### config.mk
export PLATFORM = sky130hd
export DESIGN_NAME = tx_pad_strip
export DESIGN_NICKNAME = d
export VERILOG_FILES = /design/src/rtl/tx_pad_strip.sv
export SDC_FILE = /design/constraint.sdc
export NUM_CORES = 1
export LEC_CHECK = 0
export BUFFER_PORTS_ARGS = -buffer_cell sky130_fd_sc_hd__buf_2
export CAP_MARGIN = 5
export CORE_MARGIN = 3
export CORE_UTILIZATION = 36
export DETAILED_ROUTE_END_ITERATION = 16
export GPL_TIMING_DRIVEN = 0
export PLACE_DENSITY_LB_ADDON = 0.3
export REMOVE_ABC_BUFFERS = 1
export SYNTH_ARGS = -nofsm -noshare
export SYNTH_HDL_FRONTEND = slang
export SYNTH_SLANG_ARGS = --single-unit
### constraint.sdc
create_clock -name clk -period 1.55 [get_ports clk]
set_input_delay 0.155 -clock clk [delete_from_list [all_inputs] [get_ports clk]]
set_output_delay 0.155 -clock clk [all_outputs]
set_load 0.01 [all_outputs]
### src/rtl/tx_pad_strip.sv
module tx_pad_strip (
  input  logic        clk,
  input  logic        rst,
  input  logic [63:0] s_data,
  input  logic [2:0]  s_occ,
  input  logic        s_last,
  input  logic        s_valid,
  output logic        s_ready,
  output logic [63:0] m_data,
  output logic [3:0]  m_user,
  output logic        m_last,
  output logic        m_valid,
  input  logic        m_ready
);

  logic [15:0] carry_q;
  logic [2:0]  tail_cnt_q;
  logic        mid_q;
  logic        tail_q;
  logic        first_q;
  logic [2:0]  cnt_out;

  wire long_end = (s_occ == 3'd0) || (s_occ == 3'd7);
  wire s_fire   = s_valid && s_ready;
  wire m_fire   = m_valid && m_ready;

  assign s_ready = tail_q ? 1'b0 : (mid_q ? m_ready : 1'b1);
  assign m_valid = tail_q || (mid_q && s_valid);
  assign m_data  = tail_q ? {48'd0, carry_q} : {s_data[47:0], carry_q};
  assign m_last  = tail_q || (mid_q && s_last && !long_end);
  assign cnt_out = tail_q ? tail_cnt_q :
                   (s_last && !long_end) ? s_occ + 3'd2 : 3'd0;
  assign m_user  = {first_q && m_valid, cnt_out};

  always_ff @(posedge clk) begin
    if (rst) begin
      carry_q    <= '0;
      tail_cnt_q <= '0;
      mid_q      <= 1'b0;
      tail_q     <= 1'b0;
      first_q    <= 1'b1;
    end else begin
      if (m_fire) first_q <= m_last;
      if (tail_q && m_ready) tail_q <= 1'b0;
      if (s_fire) begin
        carry_q <= s_data[63:48];
        if (s_last) begin
          mid_q      <= 1'b0;
          tail_q     <= long_end;
          tail_cnt_q <= s_occ + 3'd2;
        end else begin
          mid_q <= 1'b1;
        end
      end
    end
  end

  AST_SOF_AFTER_LAST: assert property (@(posedge clk) disable iff (rst)
    (m_fire && m_last) |=> (!m_valid || m_user[3]));

  AST_NO_SOF_MID: assert property (@(posedge clk) disable iff (rst)
    (m_fire && !m_last) |=> !m_user[3]);

  AST_SOF_QUALIFIED: assert property (@(posedge clk) disable iff (rst)
    !m_valid |-> !m_user[3]);

  AST_TAIL_FOLLOWS: assert property (@(posedge clk) disable iff (rst)
    (s_fire && s_last && long_end) |=> (m_valid && m_last && !s_ready));

  AST_MERGED_END: assert property (@(posedge clk) disable iff (rst)
    (s_fire && s_last && !long_end && mid_q) |-> (m_valid && m_last && m_user[2:0] == s_occ + 3'd2));

  AST_TAIL_HELD: assert property (@(posedge clk) disable iff (rst)
    (tail_q && !m_ready) |=> (m_valid && m_last && $stable(m_data) && $stable(m_user)));

endmodule

==> flow_summary.toml, run 1 <==
[placed_design]
gp_congestion = 0.739
port_buffers = 142
dp.cells = 346
dp_hpwl_mm = 3.52
place_worst_setup_slack_ns = -0.0276

[route]
drc_errors = 0
drt_iter0_drc = 78
vias_per_cell = 4.92
routedWlPerCell_um = 14.0
ant_nets = 0
via_count = 1757
dr.pass1.iters = 4
wl_mm = 5.01

[logic_synthesis]
ys_warn_count = 0
avgSynthCellArea_um2 = 8.36
yosys.cell_types.count = 30
syn_inst = 174
ys_ff_latch = 22
synth_area_um2 = 1460
ys_seq_area_frac = 0.303

[min_path]
hp-start = "s_occ[0]"
worstHoldEndpoint = "tail_cnt_q[0]"
hold_class = "input pin to flop"
worstHoldPathCells = 3

[critical_path]
reg2reg_slack_ns = 0.07
end_kind = "flop"
critPathBufInv = 0
critPathArrivalTime_ns = 1.63
cpPeakStageDelay_ns = 0.43
critPathSlowestCell = "nor4b_4"
path_cells = "nor2b_4 -> nor4b_4 -> mux2_2"
required_ns = 1.71
cpLargestDelayFamily = "simple AND/OR/NAND/NOR gates"
crit_path_start_kind = "flop"
critPathKind = "flop to flop"
crit-reg2reg-launch = "mid_q"
r2r-end = "tail_cnt_q[1]"
crit_path_max_fanout = 15
reg2reg_depth = 3

[floorplanning]
ios = 143
rows = 22
initial_utilization = 0.386
fp.dieW_um = 69.6
die_area_um2 = 4840
coreArea_um2 = 3770
die_h_um = 69.6

[timing]
setup_viol = 0
hold_viol = 0
final_min_period_over_clock_period = 0.955
tightest_slew_ns = 0.555
skew_ns = 0.00972
finalCriticalPeriod_ns = 1.48
fmax_ghz = 0.676
rsz0062_at_grt = "no"
timing.final.ws_setup_ns = 0.0704
finalMaxSlewViolations = 0
maxSlewHeadroom = 0.629

[grt]
grt_max_degree = 47
track_usage = 0.191
grt_pass1_vias = 1617
grt.overflow.total = 0
antenna_found_initial = 0
grt_pass1_wl_mm = 7.72

[cts]
root_buffer = "clkbuf_8"
numCtsBuffers = 3
cts.clk_slew.worst_paths_ns = 0.08
htree_num_levels = 1
clock_path_buffers = 2
cts_tree = "done"
cts_hold_buffers = 0
insertion_delay_ns = 0.27
numClockSinks = 22

[run_status]
status = "finished, final reports clean"

[power]
ir_worst_vdd_mv = 0.487
power.leakage_nw = 1.21
power_density_nw_per_um2 = 715
total_power_mw = 1.64

[run]
drv_cap = 0

[cells_and_area]
finish.utilization = 0.607
fin_cells = 357
multi_input_area_um2 = 922
n_antenna_cell = 0
drive_gt1_frac = 0.518
fin_nets = 382
ff_latch_area_um2 = 444
area_growth_pct = 57.3
filler_cell_count = 353
[report_power, final]
part | internal [mW] | leakage [nW] | switching [mW]
combinational | 0.241 | 0.994 | 0.236
sequential | 0.599 | 0.182 | 0.0199
clock | 0.345 | 0.0357 | 0.195
total | 1.18 | 1.21 | 0.452
[cell usage in the layout, fill, tap and decap left out, types with 2 or more instances in the layout]
master      n
nand2b_1    4
mux2i_1     2
or4b_1     16
buf_6       2
nand2_1     5
o21ai_0     3
buf_4       4
o31ai_1    16
nor2b_4     2
dfxtp_1    21
clkbuf_8    3
nand3_1     2
a21o_1      2
nor2b_1    49
nor2_1      2
nor3_1      2
a21oi_1    18
buf_2     142
[worst max path at each step]
| stage | cells after the start | slack (ns) | start | end |
|---|---|---|---|---|
| finish | 3 | 0.07 | mid_q | tail_cnt_q[1] |
| global route | 3 | 0.003 | mid_q | tail_cnt_q[1] |
| floorplan | 3 | -0.73 | tail_q | first_q |
| global placement | 2 | -1.34 | tail_q | m_user[1] |
| CTS | 4 | 0.05 | tail_q | m_user[1] |
| detailed placement | 3 | -0.03 | mid_q | tail_cnt_q[1] |
[area by class of cell]
type	count	area share
inverters	2	0.00328
clock buffers	3	0.0180
flip-flops and latches	22	0.194
repair buffers	149	0.342
clock inverters	1	0.0131
well taps	48	0.0262
multi-input cells	132	0.403
[timing repair]
action	CTS	global route
cloned	1	0
gates resized for setup	1	1
setup endpoints to repair	53	18
setup buffers	1	5
[metal layers]
metal | vias up | part of all wire | global-route usage
li1 | 886 | - | -
met1 | 798 | 0.44 | 0.249
met2 | 71 | 0.47 | 0.321
met3 | 2 | 0.083 | 0.0609
met4 | 0 | 0.0020 | 0.0130
met5 | - | 0 | 0
[metrics by stage]
step	TNS [ns]	area, um^2	hold slack [ns]
2_1_floorplan	-39.95	1360	0.224
3_3_place_gp	-84.82	2130	0.453
3_5_place_dp	-0.0548	2150	0.459
4_1_cts	0	2240	0.178
5_1_grt	0	2290	0.181
6_report	0	2290	0.187
[sequential cells by signal (all words and copies together), names as in the netlist]
name,flops
carry_q,16
tail_q,1
first_q,1
tail_cnt_q,3
mid_q,1
[cell usage after synthesis (all sizes together)]
master | number | area, um^2
nor2b | 50 | 320
dfxtp | 22 | 440
a21oi | 18 | 90.1
o31ai | 16 | 120
or4b | 16 | 160
clkbuf | 11 | 42.5
buf | 8 | 56.3
nand2 | 5 | 18.8
nand2b | 4 | 25.0
o21ai | 3 | 15.0
a21o | 2 | 15.0
inv | 2 | 7.50
mux2i | 2 | 20.0
nand3 | 2 | 10.0
nor2 | 2 | 7.51
nor3 | 2 | 10.0
a211o | 1 | 8.76
a41o | 1 | 10.0
and2 | 1 | 6.26
mux2 | 1 | 11.3
nand3b | 1 | 7.51
nor4b | 1 | 23.8
o31a | 1 | 8.76
or3 | 1 | 11.3
xor2 | 1 | 8.76
[kinds of logic (layout without fill, tap and decap cells)]
group | Yosys count | in the layout | share of synthesized area
AND/OR/NAND/NOR | 85 | 86 | 0.413
AO/OA/AOI/OAI | 42 | 42 | 0.184
flip-flops | 22 | 22 | 0.303
buffers and inverters | 21 | 155 | 0.0731
multiplexers | 3 | 3 | 0.0215
XOR/XNOR | 1 | 1 | 0.00602
[worst register-to-register path, cell delays in order, from the launching register on]
cell	delay, ns
dfxtp_1	0.36
nor2b_4	0.20
nor4b_4	0.44
mux2_2	0.38
(Power assumes the default switching activity.)
==> run 2, diff against run 1 <==
Clock period 1.55 ns to 1.7 ns, I/O delays scaled along.
==> run 2 against run 1 <==
  * Final cell count shrank 1.4%
  * Core utilization down 1.2 points
  * Global-route usage down 0.39 points
  * Clock-buffer cell count unchanged
  * Power is 9.5% lower
  * Clock skew increased by 0.0019 ns
  * Combinational power decreased by 12%
  * Register-to-register slack improved by 0.15 ns
  * Cell area shrank 2.0%
  * Non-clock buffer count fell by 5
==> flow_summary.toml, run 2 (same netlist as run 1, synthesis figures left out) <==
[run_status]
status = "finished, final reports clean"

[floorplanning]
die_area_um2 = 4840
fp.dieW_um = 69.6
rows = 22
initial_utilization = 0.386
coreArea_um2 = 3770
ios = 143
die_h_um = 69.6

[route]
drc_errors = 0
routedWlPerCell_um = 13.7
drt_iter0_drc = 83
wl_mm = 4.84
ant_nets = 0
dr.pass1.iters = 4
vias_per_cell = 4.86
via_count = 1711

[cells_and_area]
fin_nets = 377
filler_cell_count = 356
drive_gt1_frac = 0.510
top_regs = "carry_q x16, tail_cnt_q x3"
largest_register_ffs = 16
regMostFlops = "carry_q"
finish.utilization = 0.595
final_common_cell = "buf_2"
design_area_um2 = 2240
area_growth_pct = 54.1
mostFrequentLayoutCells = "buf_2 (142), nor2b_1 (49), dfxtp_1 (21), a21oi_1 (18)"
n_antenna_cell = 0

[min_path]
hold_class = "input pin to flop"

[cts]
cts.clk_slew.worst_paths_ns = 0.08
clock_path_buffers = 2
cts_tree = "done"
htree_num_levels = 1
numCtsBuffers = 3
root_buffer = "clkbuf_8"
cts_hold_buffers = 0
insertion_delay_ns = 0.27
numClockSinks = 22

[critical_path]
startpoint = "tail_q"
crit-reg2reg-launch = "mid_q"
crit_path_max_fanout = 46
r2r-end = "tail_cnt_q[1]"
crit_path_start_kind = "flop"
crit_end = "m_user[1]"
reg2reg_slack_ns = 0.22
critPathKind = "flop to output port"
critPathArrivalTime_ns = 1.34
reg2reg_depth = 3
end_kind = "output port"
required_ns = 1.53

[run]
drv_cap = 0

[power]
power_density_nw_per_um2 = 661
internal_power_mw = 1.07
ir_worst_vdd_mv = 0.439
power.leakage_nw = 1.18
clkPwrFrac = 0.332
p_sw_uw = 408
pwr-share-comb = 0.285
switching_share = 0.275
seqPwrFrac = 0.383

[timing]
maxSlewHeadroom = 0.495
setup_viol = 0
finalCriticalPeriod_ns = 1.51
final_min_period_over_clock_period = 0.889
rsz0062_at_grt = "no"
holdWs_ns = 0.205
finalMaxSlewViolations = 0
skew_ns = 0.0116
tightest_slew_ns = 0.753
hold_viol = 0
tns_ns = 0
timing.final.ws_setup_ns = 0.190
fmax_ghz = 0.662

[placed_design]
placed_area_um2 = 2150
dp_hpwl_mm = 3.52
place_worst_setup_slack_ns = 0.122
port_buffers = 142
gp_congestion = 0.739

[grt]
track_usage = 0.187
antenna_found_initial = 0
grt.overflow.total = 0
grt_pass1_wl_mm = 7.59
grt_max_degree = 47
grt_pass1_vias = 1596
-- run 2: power by group through the flow --
stage	clock (mW)	combinational [mW]	sequential [mW]
after floorplan	0	0.186	0.595
after global placement	0	0.404	0.587
after detailed placement	0	0.418	0.582
after CTS	0.505	0.423	0.570
after global routing	0.529	0.465	0.572
final	0.492	0.422	0.567
-- run 2: how the worst min path moves through the flow --
stage,from,slack (ns),end,cells after the start
floorplan,rst,0.24,carry_q[0],1
global placement,carry_q[5],0.45,carry_q[5],2
detailed placement,carry_q[6],0.46,carry_q[6],2
CTS,s_occ[0],0.19,tail_cnt_q[0],3
global route,s_occ[0],0.20,tail_cnt_q[0],3
finish,s_occ[0],0.20,tail_cnt_q[0],3
-- run 2: repair_timing --
item | CTS | global route
gates resized for setup | 1 | 0
endpoints found under the setup margin | 42 | 2
gates cloned | 1 | 0
pin swaps | 0 | 0
setup buffers | 0 | 1
-- run 2: final cells by class --
cell class | instances | area (um^2) | share of cell area
clock buffer | 3 | 41.3 | 0.0184
tap | 48 | 60.1 | 0.0268
timing repair buffer | 144 | 742 | 0.331
multi-input combinational | 132 | 917 | 0.409
sequential | 22 | 444 | 0.198
inverter | 2 | 7.51 | 0.00335
clock inverter | 1 | 30.0 | 0.0134
-- run 2: critical path, stage by stage, from the launching register on --
cell and delay (ns):
dfxtp_4 0.53, buf_12 0.24, nand2_1 0.07, o21ai_0 0.07, buf_2 0.16
-- run 2: per-layer routing --
metal / share of wire / routed length (um) / up-vias / GRT usage
li1: - / - / 875 / -
met1: 0.44 / 2110 / 767 / 0.241
met2: 0.48 / 2320 / 67 / 0.317
met3: 0.083 / 401 / 2 / 0.0609
met4: 0.0021 / 10 / 0 / 0.0130
met5: 0 / 0 / - / 0
-- run 2: metrics by stage --
step / total power [mW] / cells
finish: 1.48 / 352
global route: 1.57 / 352
CTS: 1.50 / 351
detailed placement: 0.999 / 346
global placement: 0.991 / 345
floorplan: 0.781 / 155
==> run 3, diff against run 2 <==
Settings changed: CORE_UTILIZATION 36 to 39.
Clock period 1.7 ns to 1.9 ns, I/O delays scaled along.
==> run 3 against run 2 <==
  * Power fell by 12%
  * Clock power fell by 13%
  * Non-clock buffer count fell by 1
  * Global-route usage rose by 0.70 points
  * Clock skew fell by 0.0065 ns
  * Final cell count fell by 1.1%
  * Sequential power fell by 10%
  * Via count rose by 0.88%
  * Critical path type unchanged
  * Critical endpoint is now s_ready
  * Highest routed layer unchanged
==> flow_summary.toml, run 3 (same netlist as run 1, synthesis figures left out) <==
[run_status]
status = "finished, final reports clean"

[timing]
maxSlewHeadroom = 0.528
finalMaxSlewViolations = 0
tightest_slew_ns = 0.706
final_min_period_over_clock_period = 0.893
finalCriticalPeriod_ns = 1.70
hold_viol = 0
rsz0062_at_grt = "no"
fmax_ghz = 0.589
setup_viol = 0
skew_ns = 0.00517

[power]
switching_share = 0.266
power_density_nw_per_um2 = 588
ir_worst_vdd_mv = 0.360
power.leakage_nw = 1.17
pwr-share-comb = 0.282
p_sw_uw = 347
seqPwrFrac = 0.389
clkPwrFrac = 0.329
total_power_mw = 1.31
internal_power_uw = 958

[cts]
cts_tree = "done"
htree_num_levels = 1
cts_hold_buffers = 0
numCtsBuffers = 3
clock_path_buffers = 2
root_buffer = "clkbuf_8"
cts.clk_slew.worst_paths_ns = 0.08
postCtsSetupBuffers = 0
numClockSinks = 22
cts_resized = 0
insertion_delay_ns = 0.26

[critical_path]
required_ns = 1.71
crit_path_start_kind = "flop"
critPathKind = "flop to output port"
crit_path_max_fanout = 34
critPathArrivalTime_ns = 1.51
end_kind = "output port"
crit-reg2reg-launch = "mid_q"
r2r-end = "tail_cnt_q[1]"
reg2reg_slack_ns = 0.32
reg2reg_depth = 3

[floorplanning]
ios = 143
rows = 21
die_area_um2 = 4500
coreArea_um2 = 3470
initial_utilization = 0.420
fp.dieW_um = 67.1
die_h_um = 67.1

[route]
via_count = 1726
vias_per_cell = 4.96
drc_errors = 0
wl_mm = 4.48
dr.pass1.iters = 4
ant_nets = 0
routedWlPerCell_um = 12.9
drt_iter0_drc = 148

[cells_and_area]
fin_nets = 375
filler_cell_count = 347
drive_gt1_frac = 0.507
top_regs = "carry_q x16, tail_cnt_q x3"
area_growth_pct = 52.5
design_area_um2 = 2220
regMostFlops = "carry_q"
final_common_cell = "buf_2"
n_antenna_cell = 0
mostFrequentLayoutCells = "buf_2 (142), nor2b_1 (49), dfxtp_1 (21), a21oi_1 (18)"
largest_register_ffs = 16

[min_path]
hold_class = "input pin to flop"
hp-start = "s_occ[0]"
worstHoldEndpoint = "tail_cnt_q[0]"
worstHoldPathCells = 3

[grt]
grt_max_degree = 49
grt_pass1_vias = 1578
grt_pass1_wl_mm = 6.79
antenna_found_initial = 0
grt.overflow.total = 0
track_usage = 0.194

[placed_design]
gp_congestion = 0.766
dp_hpwl_mm = 3.46
port_buffers = 142
placed_area_um2 = 2150

[run]
drv_cap = 0
## run 3: layer usage
layer | track usage | vias up | share of wire
li1 | - | 873 | -
met1 | 0.220 | 769 | 0.39
met2 | 0.351 | 82 | 0.51
met3 | 0.0658 | 2 | 0.098
met4 | 0.0329 | 0 | 0.0060
met5 | 0 | - | 0
## run 3: metrics by stage
stage | util | worst slack [ns] | hold slack [ns] | setup TNS, ns | cells
4_1_cts | 0.639 | 0.106 | 0.208 | 0 | 348
3_5_place_dp | 0.619 | 0.318 | 0.458 | 0 | 344
3_3_place_gp | 0.613 | -0.967 | 0.452 | -57.92 | 343
5_1_grt | 0.640 | 0.0737 | 0.215 | 0 | 348
6_report | 0.640 | 0.203 | 0.217 | 0 | 348
2_1_floorplan | - | -0.403 | 0.259 | -14.93 | 155
## run 3: layout make-up
class	count	area [um^2]	area share
Clock inverter	1	30.0	0.0135
Multi-Input combinational cell	131	908	0.409
Sequential cell	22	444	0.200
Clock buffer	3	41.3	0.0186
Timing Repair Buffer	143	731	0.329
Inverter	2	7.51	0.00338
Tap cell	46	57.6	0.0259
## run 3: worst max path at each step
stage | start | end | cells past startpoint
after global placement | tail_q | m_user[1] | 2
after global routing | mid_q | s_ready | 3
final | mid_q | s_ready | 3
after floorplan | tail_q | m_user[0] | 1
after CTS | tail_q | m_data[59] | 3
after detailed placement | tail_q | carry_q[14] | 3
## run 3: power by group through the flow
stage	clock [mW]	combinational, mW	sequential [mW]
after global placement	0	0.358	0.525
after global routing	0.469	0.408	0.512
final	0.429	0.368	0.508
after CTS	0.441	0.373	0.509
after floorplan	0	0.166	0.532
after detailed placement	0	0.372	0.520
## run 3: worst max-delay path: stages, from the launching register on
cell and delay (ns):
dfxtp_1 0.38, nor2b_4 0.62, nor2_1 0.07, buf_2 0.16
